$ cat src/rtl/msl_pkg.sv
package msl_pkg;
  localparam int DEP_W = 5;

  // Scale a span of raw steps by a power-of-two slope ratio.
  function automatic logic [31:0] shl_weight(input logic [31:0] span, input logic [DEP_W-1:0] sh);
    return span << sh;
  endfunction

  // Shift of a segment relative to the finest depth; clipped at zero.
  function automatic logic [DEP_W-1:0] depth_shift(input logic [DEP_W-1:0] finest,
                                                   input logic [DEP_W-1:0] depth);
    return (depth > finest) ? '0 : finest - depth;
  endfunction
endpackage

$ cat src/rtl/msl_coef_store.sv
module msl_coef_store #(
  parameter int NCOL  = 16,
  parameter int NSEG  = 5,
  parameter int DLY_W = 8,
  localparam int COL_W = $clog2(NCOL),
  localparam int SEG_W = $clog2(NSEG)
) (
  input  logic                  clk,
  input  logic                  rst_n,
  input  logic                  wr_en,
  input  logic [COL_W-1:0]      wr_col,
  input  logic [SEG_W-1:0]      wr_seg,
  input  logic [DLY_W-1:0]      wr_dly,
  input  logic [COL_W-1:0]      rd_col,
  output logic [NSEG*DLY_W-1:0] rd_dly
);
  logic [NSEG*DLY_W-1:0] row_q [NCOL];

  generate
    for (genvar c = 0; c < NCOL; c++) begin : g_col
      for (genvar s = 0; s < NSEG; s++) begin : g_seg
        always_ff @(posedge clk or negedge rst_n) begin
          if (!rst_n)
            row_q[c][s*DLY_W +: DLY_W] <= '0;
          else if (wr_en && (wr_col == COL_W'(c)) && (wr_seg == SEG_W'(s)))
            row_q[c][s*DLY_W +: DLY_W] <= wr_dly;
        end
      end
    end
  endgenerate

  always_ff @(posedge clk or negedge rst_n) begin
    if (!rst_n) rd_dly <= '0;
    else        rd_dly <= row_q[rd_col];
  end
endmodule

$ cat src/rtl/msl_knee_locate.sv
module msl_knee_locate import msl_pkg::*; #(
  parameter int CNT_W      = 12,
  parameter int NSEG       = 5,
  parameter int DLY_W      = 8,
  parameter int BASE_DEPTH = 14,
  parameter int ACC_W      = 30,
  localparam int SEG_W = $clog2(NSEG),
  localparam int KNE_W = CNT_W + 1
) (
  input  logic [CNT_W-1:0]          raw,
  input  logic                      corr_en,
  input  logic [(NSEG-1)*CNT_W-1:0] knee_nom,
  input  logic [NSEG*DLY_W-1:0]     dly,
  input  logic [NSEG*DEP_W-1:0]     depth,
  output logic [SEG_W-1:0]          seg,
  output logic [ACC_W-1:0]          base,
  output logic [CNT_W-1:0]          offs,
  output logic [DEP_W-1:0]          shift
);
  logic [KNE_W-1:0] start [NSEG];
  logic [DEP_W-1:0] sh    [NSEG];
  logic [KNE_W-1:0] raw_x;

  assign raw_x    = KNE_W'(raw);
  assign start[0] = '0;

  generate
    for (genvar k = 1; k < NSEG; k++) begin : g_knee
      logic [DLY_W-1:0] d_k;
      assign d_k      = corr_en ? dly[k*DLY_W +: DLY_W] : '0;
      assign start[k] = KNE_W'(knee_nom[(k-1)*CNT_W +: CNT_W]) + KNE_W'(d_k);
    end
    for (genvar j = 0; j < NSEG; j++) begin : g_shift
      assign sh[j] = depth_shift(DEP_W'(BASE_DEPTH), depth[j*DEP_W +: DEP_W]);
    end
  endgenerate

  always_comb begin
    seg = '0;
    for (int k = 1; k < NSEG; k++)
      if (raw_x >= start[k]) seg = seg + SEG_W'(1);
    base = '0;
    for (int j = 0; j < NSEG - 1; j++)
      if (SEG_W'(j) < seg)
        base = base + ACC_W'(shl_weight(32'(start[j+1] - start[j]), sh[j]));
    offs  = CNT_W'(raw_x - start[seg]);
    shift = sh[seg];
  end
endmodule

$ cat src/rtl/msl_weigh.sv
module msl_weigh import msl_pkg::*; #(
  parameter int CNT_W = 12,
  parameter int OUT_W = 14,
  parameter int ACC_W = 30
) (
  input  logic [ACC_W-1:0] base,
  input  logic [CNT_W-1:0] offs,
  input  logic [DEP_W-1:0] shift,
  output logic [OUT_W-1:0] code,
  output logic             over
);
  localparam logic [ACC_W-1:0] TOP = {{(ACC_W-OUT_W){1'b0}}, {OUT_W{1'b1}}};
  logic [ACC_W-1:0] sum;

  assign sum  = base + ACC_W'(shl_weight(32'(offs), shift));
  assign over = sum > TOP;
  assign code = over ? {OUT_W{1'b1}} : sum[OUT_W-1:0];
endmodule

$ cat src/rtl/msl_linearizer.sv
module msl_linearizer import msl_pkg::*; #(
  parameter int CNT_W      = 12,
  parameter int OUT_W      = 14,
  parameter int NSEG       = 5,
  parameter int NCOL       = 16,
  parameter int DLY_W      = 8,
  parameter int BASE_DEPTH = 14,
  localparam int COL_W = $clog2(NCOL),
  localparam int SEG_W = $clog2(NSEG),
  localparam int ACC_W = CNT_W + BASE_DEPTH + SEG_W + 1
) (
  input  logic                      clk,
  input  logic                      rst_n,
  input  logic                      corr_en,
  input  logic [(NSEG-1)*CNT_W-1:0] cfg_knee,
  input  logic [NSEG*DEP_W-1:0]     cfg_depth,
  input  logic                      coef_we,
  input  logic [COL_W-1:0]          coef_col,
  input  logic [SEG_W-1:0]          coef_seg,
  input  logic [DLY_W-1:0]          coef_dly,
  input  logic                      in_valid,
  input  logic [CNT_W-1:0]          in_raw,
  input  logic [COL_W-1:0]          in_col,
  output logic                      out_valid,
  output logic [OUT_W-1:0]          out_code
);
  // Stage 1: capture count, fetch column coefficients
  logic                  s1_v, s1_en;
  logic [CNT_W-1:0]      s1_raw;
  logic [NSEG*DLY_W-1:0] s1_dly;

  msl_coef_store #(.NCOL(NCOL), .NSEG(NSEG), .DLY_W(DLY_W)) u_store (
    .clk(clk), .rst_n(rst_n),
    .wr_en(coef_we), .wr_col(coef_col), .wr_seg(coef_seg), .wr_dly(coef_dly),
    .rd_col(in_col), .rd_dly(s1_dly)
  );

  always_ff @(posedge clk or negedge rst_n) begin
    if (!rst_n) begin
      s1_v <= 1'b0; s1_en <= 1'b0; s1_raw <= '0;
    end else begin
      s1_v <= in_valid; s1_en <= corr_en; s1_raw <= in_raw;
    end
  end

  // Stage 2: correct knees, locate segment, accumulate earlier segments
  logic [SEG_W-1:0] w_seg;
  logic [ACC_W-1:0] w_base;
  logic [CNT_W-1:0] w_offs;
  logic [DEP_W-1:0] w_shift;

  msl_knee_locate #(.CNT_W(CNT_W), .NSEG(NSEG), .DLY_W(DLY_W),
                    .BASE_DEPTH(BASE_DEPTH), .ACC_W(ACC_W)) u_locate (
    .raw(s1_raw), .corr_en(s1_en), .knee_nom(cfg_knee), .dly(s1_dly), .depth(cfg_depth),
    .seg(w_seg), .base(w_base), .offs(w_offs), .shift(w_shift)
  );

  logic             s2_v;
  logic [SEG_W-1:0] s2_seg;
  logic [ACC_W-1:0] s2_base;
  logic [CNT_W-1:0] s2_offs;
  logic [DEP_W-1:0] s2_shift;

  always_ff @(posedge clk or negedge rst_n) begin
    if (!rst_n) begin
      s2_v <= 1'b0; s2_seg <= '0; s2_base <= '0; s2_offs <= '0; s2_shift <= '0;
    end else begin
      s2_v <= s1_v;
      if (s1_v) begin
        s2_seg <= w_seg; s2_base <= w_base; s2_offs <= w_offs; s2_shift <= w_shift;
      end
    end
  end

  // Stage 3: weight in-segment offset, add, clip
  logic [OUT_W-1:0] w_code;
  logic             w_over;

  msl_weigh #(.CNT_W(CNT_W), .OUT_W(OUT_W), .ACC_W(ACC_W)) u_weigh (
    .base(s2_base), .offs(s2_offs), .shift(s2_shift), .code(w_code), .over(w_over)
  );

  always_ff @(posedge clk or negedge rst_n) begin
    if (!rst_n) begin
      out_valid <= 1'b0; out_code <= '0;
    end else begin
      out_valid <= s2_v;
      if (s2_v) out_code <= w_code;
    end
  end
endmodule

$ cat config.mk
export PLATFORM = sky130hd
export DESIGN_NAME = msl_linearizer
export DESIGN_NICKNAME = d
export VERILOG_FILES = /design/src/rtl/msl_pkg.sv /design/src/rtl/msl_coef_store.sv /design/src/rtl/msl_knee_locate.sv /design/src/rtl/msl_weigh.sv /design/src/rtl/msl_linearizer.sv
export SDC_FILE = /design/constraint.sdc
export NUM_CORES = 2
export LEC_CHECK = 0
export ABC_CLOCK_PERIOD_IN_PS = 18900
export BUFFER_PORTS_ARGS = -buffer_cell sky130_fd_sc_hd__buf_2
export CORE_AREA = 2 2 334 336
export CTS_CLUSTER_SIZE = 20
export DETAILED_ROUTE_END_ITERATION = 10
export DIE_AREA = 0 0 336 338
export PLACE_DENSITY = 0.52
export SYNTH_ARGS = -nofsm -noshare
export SYNTH_HDL_FRONTEND = slang
export SYNTH_SLANG_ARGS = --single-unit
$ cat constraint.sdc
create_clock -name clk -period 18.9 [get_ports clk]
set_clock_uncertainty 0.1 [all_clocks]
set_input_delay 2.835 -clock clk [delete_from_list [all_inputs] [get_ports clk]]
set_output_delay 2.835 -clock clk [all_outputs]
set_load 0.03 [all_outputs]
# Word level (Yosys, flattened, before mapping)
# Cells that the tools add are included.
word_totals:
  reg_bits: 757
  latch_bits: 0
  mem_bits_rw: 0
  rom_bits: 0
  input_bits: 109
  memories: 0
classes:
  n_addsub: 20
  n_mul: 0
  div: 0
  magnitude_cmp: 16
  n_eq_ne: 19
  n_shift: 5
  n_mux: 27
  bitwise_logic: 2
  reduce_logical: 98
op_table:
  columns: ["cell", "count"]
  rows:
  - ["40-bit binary-select mux with 4-bit select", 1]
  - ["30-bit adder", 4]
  - ["30-bit two-way mux", 4]
  - ["1-bit logical AND", 96]
  - ["32-bit by 5-bit << shifter with 30-bit output", 3]
  - ["40-bit two-way mux", 2]
  - ["12-bit by 8-bit adder with 13-bit output", 4]
  - ["12-bit by 13-bit greater-or-equal comparator with 1-bit output", 4]
  - ["13-bit by 13-bit subtractor with 14-bit output", 3]
  - ["13-bit binary-select mux with 3-bit select", 1]
  - ["5-bit two-way mux", 7]
  - ["4-bit == test, second input constant", 8]
  - ["8-bit two-way mux", 4]
  - ["30-bit by 14-bit greater-than comparator with 1-bit output, second input constant", 1]
  - ["12-bit by 5-bit << shifter with 30-bit output", 1]
  - ["13-bit by 5-bit << shifter with 30-bit output", 1]
  - ["5-bit by 4-bit greater-than comparator with 1-bit output, second input constant", 5]
  - ["4-bit by 5-bit subtractor with 5-bit output, first input constant", 5]
  - ["12-bit two-way mux", 2]
  - ["4-bit by 3-bit == test with 1-bit output, second input constant", 4]
  - ["5-bit binary-select mux with 3-bit select", 1]
  - ["14-bit two-way mux", 1]
  - ["12-bit subtractor", 1]
  - ["3-bit two-way mux", 3]
  - ["other kinds (16)", 21]

# Longest topological paths before layout
depth:
  ltp_word: 18
  depth_mapped: 65

# By module
# From an unflattened synthesis, not the netlist that was laid out.
unflattened:
  cells_unflattened: 4707
  hier_area_um2: 51147.8
by_module_without_submodules:
  columns: ["mod", "instances", "cells_per_inst", "area_per_inst_um2", "seq_area_each_um2"]
  rows:
  - ["msl_coef_store", 1, 1856, 30394.2, 17016.3]
  - ["msl_knee_locate", 1, 2245, 15005.6, 0.0]
  - ["msl_weigh", 1, 462, 2964.1, 0.0]
  - ["msl_linearizer", 1, 144, 2783.9, 1926.8]

# Worst setup path after synthesis
# No wires, ideal clock.
synth_timing:
  kind: "in2reg"
  start: "input cfg_knee[0]"
  end: "register s2_base[29]"
  t_arrival_ns: 13.491
  required_ns: 18.663
  setup_slack_ns: 5.172
  cell_stages: 61
  path_cell_list: "ha_1 inv_1 fa_1 xor2_1 ha_1 a21o_1 a21o_1 a21o_1 a21o_1 a21o_1 a21o_1 a21oi_1 nor2_1 a2111oi_0 nor3_1 ha_1 nand3b_2 o211ai_4 [25 not listed] a21oi_1 xnor2_1 nor2_1 o21bai_1 inv_1 ha_1 o21a_1 o21ai_0 o221ai_1 nor3_1 a21o_1 nor4_1 o22a_1 xor2_1 o21a_1 mux2i_1 xnor2_1 a21oi_1"
synth_between:
  elab_chain_cells: 17
  elab_cells_between_ends: 23
synth_rtl:
  columns: ["item", "line_no", "rtl"]
  rows:
  - ["start, declared", "msl_linearizer.sv:15", "input logic [(NSEG-1)*CNT_W-1:0] cfg_knee,"]
  - ["12-bit by 8-bit adder with 13-bit output (*)", "msl_knee_locate.sv:31", "assign start[k] = KNE_W'(knee_nom[(k-1)*CNT_W +: CNT_W]) + KNE_W'(d_k);"]
  - ["12-bit by 13-bit greater-or-equal comparator with 1-bit output", "msl_knee_locate.sv:41", "if (raw_x >= start[k]) seg = seg + SEG_W'(1);"]
  - ["1-bit two-way mux", "msl_knee_locate.sv:41", null]
  - ["1-bit by 1-bit adder with 2-bit output", "msl_knee_locate.sv:41", null]
  - ["3-bit two-way mux", "msl_knee_locate.sv:41", null]
  - ["3-bit by 1-bit adder with 3-bit output", "msl_knee_locate.sv:41", null]
  - ["3-bit two-way mux", "msl_knee_locate.sv:41", null]
  - ["3-bit by 1-bit adder with 3-bit output", "msl_knee_locate.sv:41", null]
  - ["3-bit two-way mux", "msl_knee_locate.sv:41", null]
  - ["1-bit by 3-bit < comparator with 1-bit output", "msl_knee_locate.sv:44", "if (SEG_W'(j) < seg)"]
  - ["30-bit two-way mux", "msl_knee_locate.sv:44", null]
  - ["30-bit adder", "msl_knee_locate.sv:45", "base = base + ACC_W'(shl_weight(32'(start[j+1] - start[j]), sh[j]));"]
  - ["30-bit two-way mux", "msl_knee_locate.sv:44", null]
  - ["30-bit adder", "msl_knee_locate.sv:45", null]
  - ["30-bit two-way mux", "msl_knee_locate.sv:44", null]
  - ["30-bit adder", "msl_knee_locate.sv:45", null]
  - ["30-bit two-way mux (*)", "msl_knee_locate.sv:44", null]
  - ["end signal, assigned", "msl_linearizer.sv:70", "s2_seg <= w_seg; s2_base <= w_base; s2_offs <= w_offs; s2_shift <= w_shift;"]
  - ["end, declared", "msl_linearizer.sv:60", "logic [ACC_W-1:0] s2_base;"]
# Every way passes the cells marked *; elsewhere a longest branch is shown, timed or not.
# A chain may end at the register's enable or synchronous reset.

# Worst setup path in the final report
# Ends and elaborated chain as after synthesis.

==> impl_metrics.yaml <==
run_status:
  status: "complete, no violations"
placed_design:
  dp_hpwl_mm: 99.50
  globalplace.congestion: 0.9151
  placed_cells: 5655
  numPortBuffers: 123
setup_path:
  slowest_delay_ps: 680
  critPathArrivalTime_ps: 15850
  slowest_stage: "a2111oi_0"
  cp_common_cell: "a21o_1"
  cp_max_fo: 20
  criticalPathCategory: "primary input to flop"
  end_kind: "flop"
  startpoint_type: "primary input"
  cp_data_required_time_ps: 19330
layout:
  multi_input_area_um2: 26970
  stdcell_count: 5785
  seqCellArea_um2: 15540
  layout-drive-gt1-share_pct: 24.74
  syn_to_final_growth_pct: 10.04
  nets: 4608
  fillerInstances: 10643
routing:
  drt-initial-drc-count: 2369
  vias: 33341
  finalWirelength_mm: 134.8
  vias_per_cell: 5.763
  dr.pass1.iters: 6
  drc: 0
  ant_nets: 0
  wire_per_inst_um: 23.31
synth:
  yosysWarnings: 0
  synthDistinctLibCells: 108
  post-synth-top-area-cell: "dfrtp_1"
  synth.area.top_cells: "dfrtp_1 35%, mux2_2 14%, mux4_2 8.3%"
  synthFlopType: "dfrtp_1"
  synth-seq-area-share_pct: 35.50
  synth_top_area_share_pct: 35.50
  synth-async-reset-ratio_pct: 100.0
  ys_seq_elements: 621
  synth_edf_count: 0
  syn_avg_cell_area_um2: 10.38
  syn-num-nets: 4586
  netlist_instances: 4218
  syn_area_um2: 43780
clock_network:
  insertion_delay_ps: 680
  cts_resized: 0
  cts_hold_buf: 0
  cts_buffers: 71
  cts_buffer_depth: 3
  clk_pin_slew_ps: 70
  htreeDepth: 3
  cts_setup_buffers: 0
  clockRootBuffer: "clkbuf_16"
  cts_tree: "done"
  numClockSinks: 621
timing:
  rsz0062_at_grt: "false"
  max_clock_freq_mhz: 64.85
  post-route-period-util_pct: 81.58
  finalHoldViolCount: 0
  worstMarginPinSlew_ps: 1132
  setup_violations: 0
  post-route-min-period_ps: 15420
  slew_headroom_pct: 24.26
  tns_ps: 0
  drv_slew: 0
pwr:
  leakage_nw: 22.29
  peakVddDrop_v: 0.00008058
  pwr-share-clk_pct: 24.2
  swShare_pct: 40.62
  total_power_mw: 5.681
  comb_power_share_pct: 47.9
  p_int_mw: 3.373
  power_density_nw_per_um2: 117.9
  p_seq_share_pct: 28.0
  switching_power_mw: 2.308
floorplan:
  row_count: 122
  ios: 124
  chipHeight_um: 338
  core-area_um2: 110100
  fp.dieArea_um2: 113600
  die_width_um: 336
  start_util_pct: 39.78
grt:
  grt_pass1_wl_mm: 204.7
  grt_max_degree: 89
  grt_pass1_vias: 32749
  grtUsageMet2_pct: 39.51
  use_met3_pct: 2.923
  gr-max-usage-layer: "met2"
  grt_use_total_pct: 23.63
  grt_antenna_before_repair: 5
  grt.met1_usage_pct: 31.69
  grt-ovfl-total: 0
hold_path:
  hold_path.class: "flop to flop"
run:
  cap_viol_max_count: 0
power by group through the flow:
| stage | Sequential [mW] | Clock [mW] | Combinational, mW |
|---|---|---|---|
| global placement | 1.61 | 0 | 2.69 |
| finish | 1.59 | 1.37 | 2.72 |
| floorplan | 1.55 | 0 | 2.03 |
| global route | 1.61 | 1.47 | 2.99 |
| CTS | 1.59 | 1.41 | 2.71 |
| detailed placement | 1.61 | 0 | 2.69 |
final timing paths:
path	endpoint	depth (start not counted)	start	slack, ps
worst max register to register	s2_base[29]	63	s1_en	4990
min in group asynchronous	out_valid	1	rst_n	2070
max in group asynchronous	u_store.rd_dly[13]	4	rst_n	13580
worst min register to register	u_store.row_q[554]	1	u_store.row_q[554]	400
worst min-delay path	u_store.row_q[554]	1	u_store.row_q[554]	400
worst max-delay path	s2_base[29]	62	cfg_knee[0]	3480
layout by cell type, fill, tap and decap left out, types with 13 or more instances in the layout:
cell type,synthesis,layout
dfrtp_1,621,620
mux2_2,546,546
nor2_1,380,380
nand2_1,264,264
a21oi_1,254,254
ha_1,247,247
o21ai_0,165,165
mux4_2,162,162
buf_2,15,120
inv_1,115,115
xnor2_1,112,110
a21o_1,93,93
nor3_1,91,90
mux2i_1,79,79
clkbuf_16,0,71
nand3_1,62,62
and2_1,61,61
o21a_1,58,58
xor2_1,57,57
buf_4,0,51
a211oi_1,44,43
a31oi_1,43,43
nor2b_1,40,40
o22ai_1,38,38
o31ai_1,27,26
nand2b_1,26,26
and3_1,24,24
or3_1,23,23
clkbuf_1,179,23
o21ai_1,21,21
o21bai_1,21,21
a22oi_1,18,18
o211ai_1,17,17
a211o_1,15,15
nand4_1,14,14
clkbuf_8,0,14
o31a_1,13,13
sequential cells by signal, summed over array words and instances, names as in the netlist:
signal and cells:
u_store.row_q 512, u_store.rd_dly 32, s2_base 30, out_code 14
s1_raw 12, s2_offs 12, s2_shift 5, out_valid 1
s1_en 1, s1_v 1, s2_v 1
kinds of logic (layout without fill, tap and decap cells):
| family | after synthesis | count (layout) | share of synthesized area [%] |
|---|---|---|---|
| xor gates and xnor gates | 172 | 172 | 3.493 |
| adders and majority gates | 261 | 261 | 7.657 |
| muxes | 787 | 787 | 24.19 |
| and+or+nand+nor | 1058 | 1058 | 11.32 |
| AOI/OAI and AO/OA | 974 | 974 | 14.81 |
| DFF | 621 | 621 | 35.50 |
| other | 0 | 4 | 0 |
| buffers and inverters | 345 | 420 | 3.038 |
cell usage after synthesis (23+ instances only):
cell type / instances
clkbuf_1: 179
xnor2_1: 112
o21ai_0: 165
a21oi_1: 254
or3_1: 23
ha_1: 247
a31oi_1: 43
nor2b_1: 40
o21a_1: 58
and3_1: 24
mux2_2: 546
buf_1: 28
a21o_1: 93
nor2_1: 380
o31ai_1: 27
nand3_1: 62
a211oi_1: 44
mux4_2: 162
nand2b_1: 26
o22ai_1: 38
dfrtp_1: 621
xor2_1: 57
inv_1: 115
nor3_1: 91
nand2_1: 264
mux2i_1: 79
and2_1: 61
layer usage:
metal	routed length, µm	vias to the layer above	share of wire [%]
met1	60240	16754	45
met4	4836	4	3.6
met3	5226	198	3.9
li1	-	15715	-
met2	64500	670	48
met5	27	-	0.020
critical path, delay by kind of cell:
kind,cells,cell delay (ps)
buffers and inverters,3,210
AO/OA/AOI/OAI,30,5850
multiplexers,1,80
adder cells (fa/ha/maj),9,2970
AND/OR/NAND/NOR,14,2880
XOR/XNOR,5,1000
layout make-up:
class,instances,area share (%)
Antenna cell,4,0.02078
Clock buffer,107,4.239
Sequential cell,621,32.26
Tap cell,1488,3.865
Clock inverter,19,0.5507
Multi-Input combinational cell,3252,56.00
Timing Repair Buffer,174,2.125
Inverter,120,0.9351
per-stage QoR:
step,hold slack [ps],instance area (µm²),util (%),setup slack [ps]
CTS,400.2,48160,43.76,3600
finish,399.8,48170,43.77,3481
global placement,381.7,45850,41.66,2995
global route,404.4,48160,43.76,2392
detailed placement,387.1,45850,41.66,2938
floorplan,251.9,43780,-,5172
No activity file was read; power rests on OpenSTA's default activity.
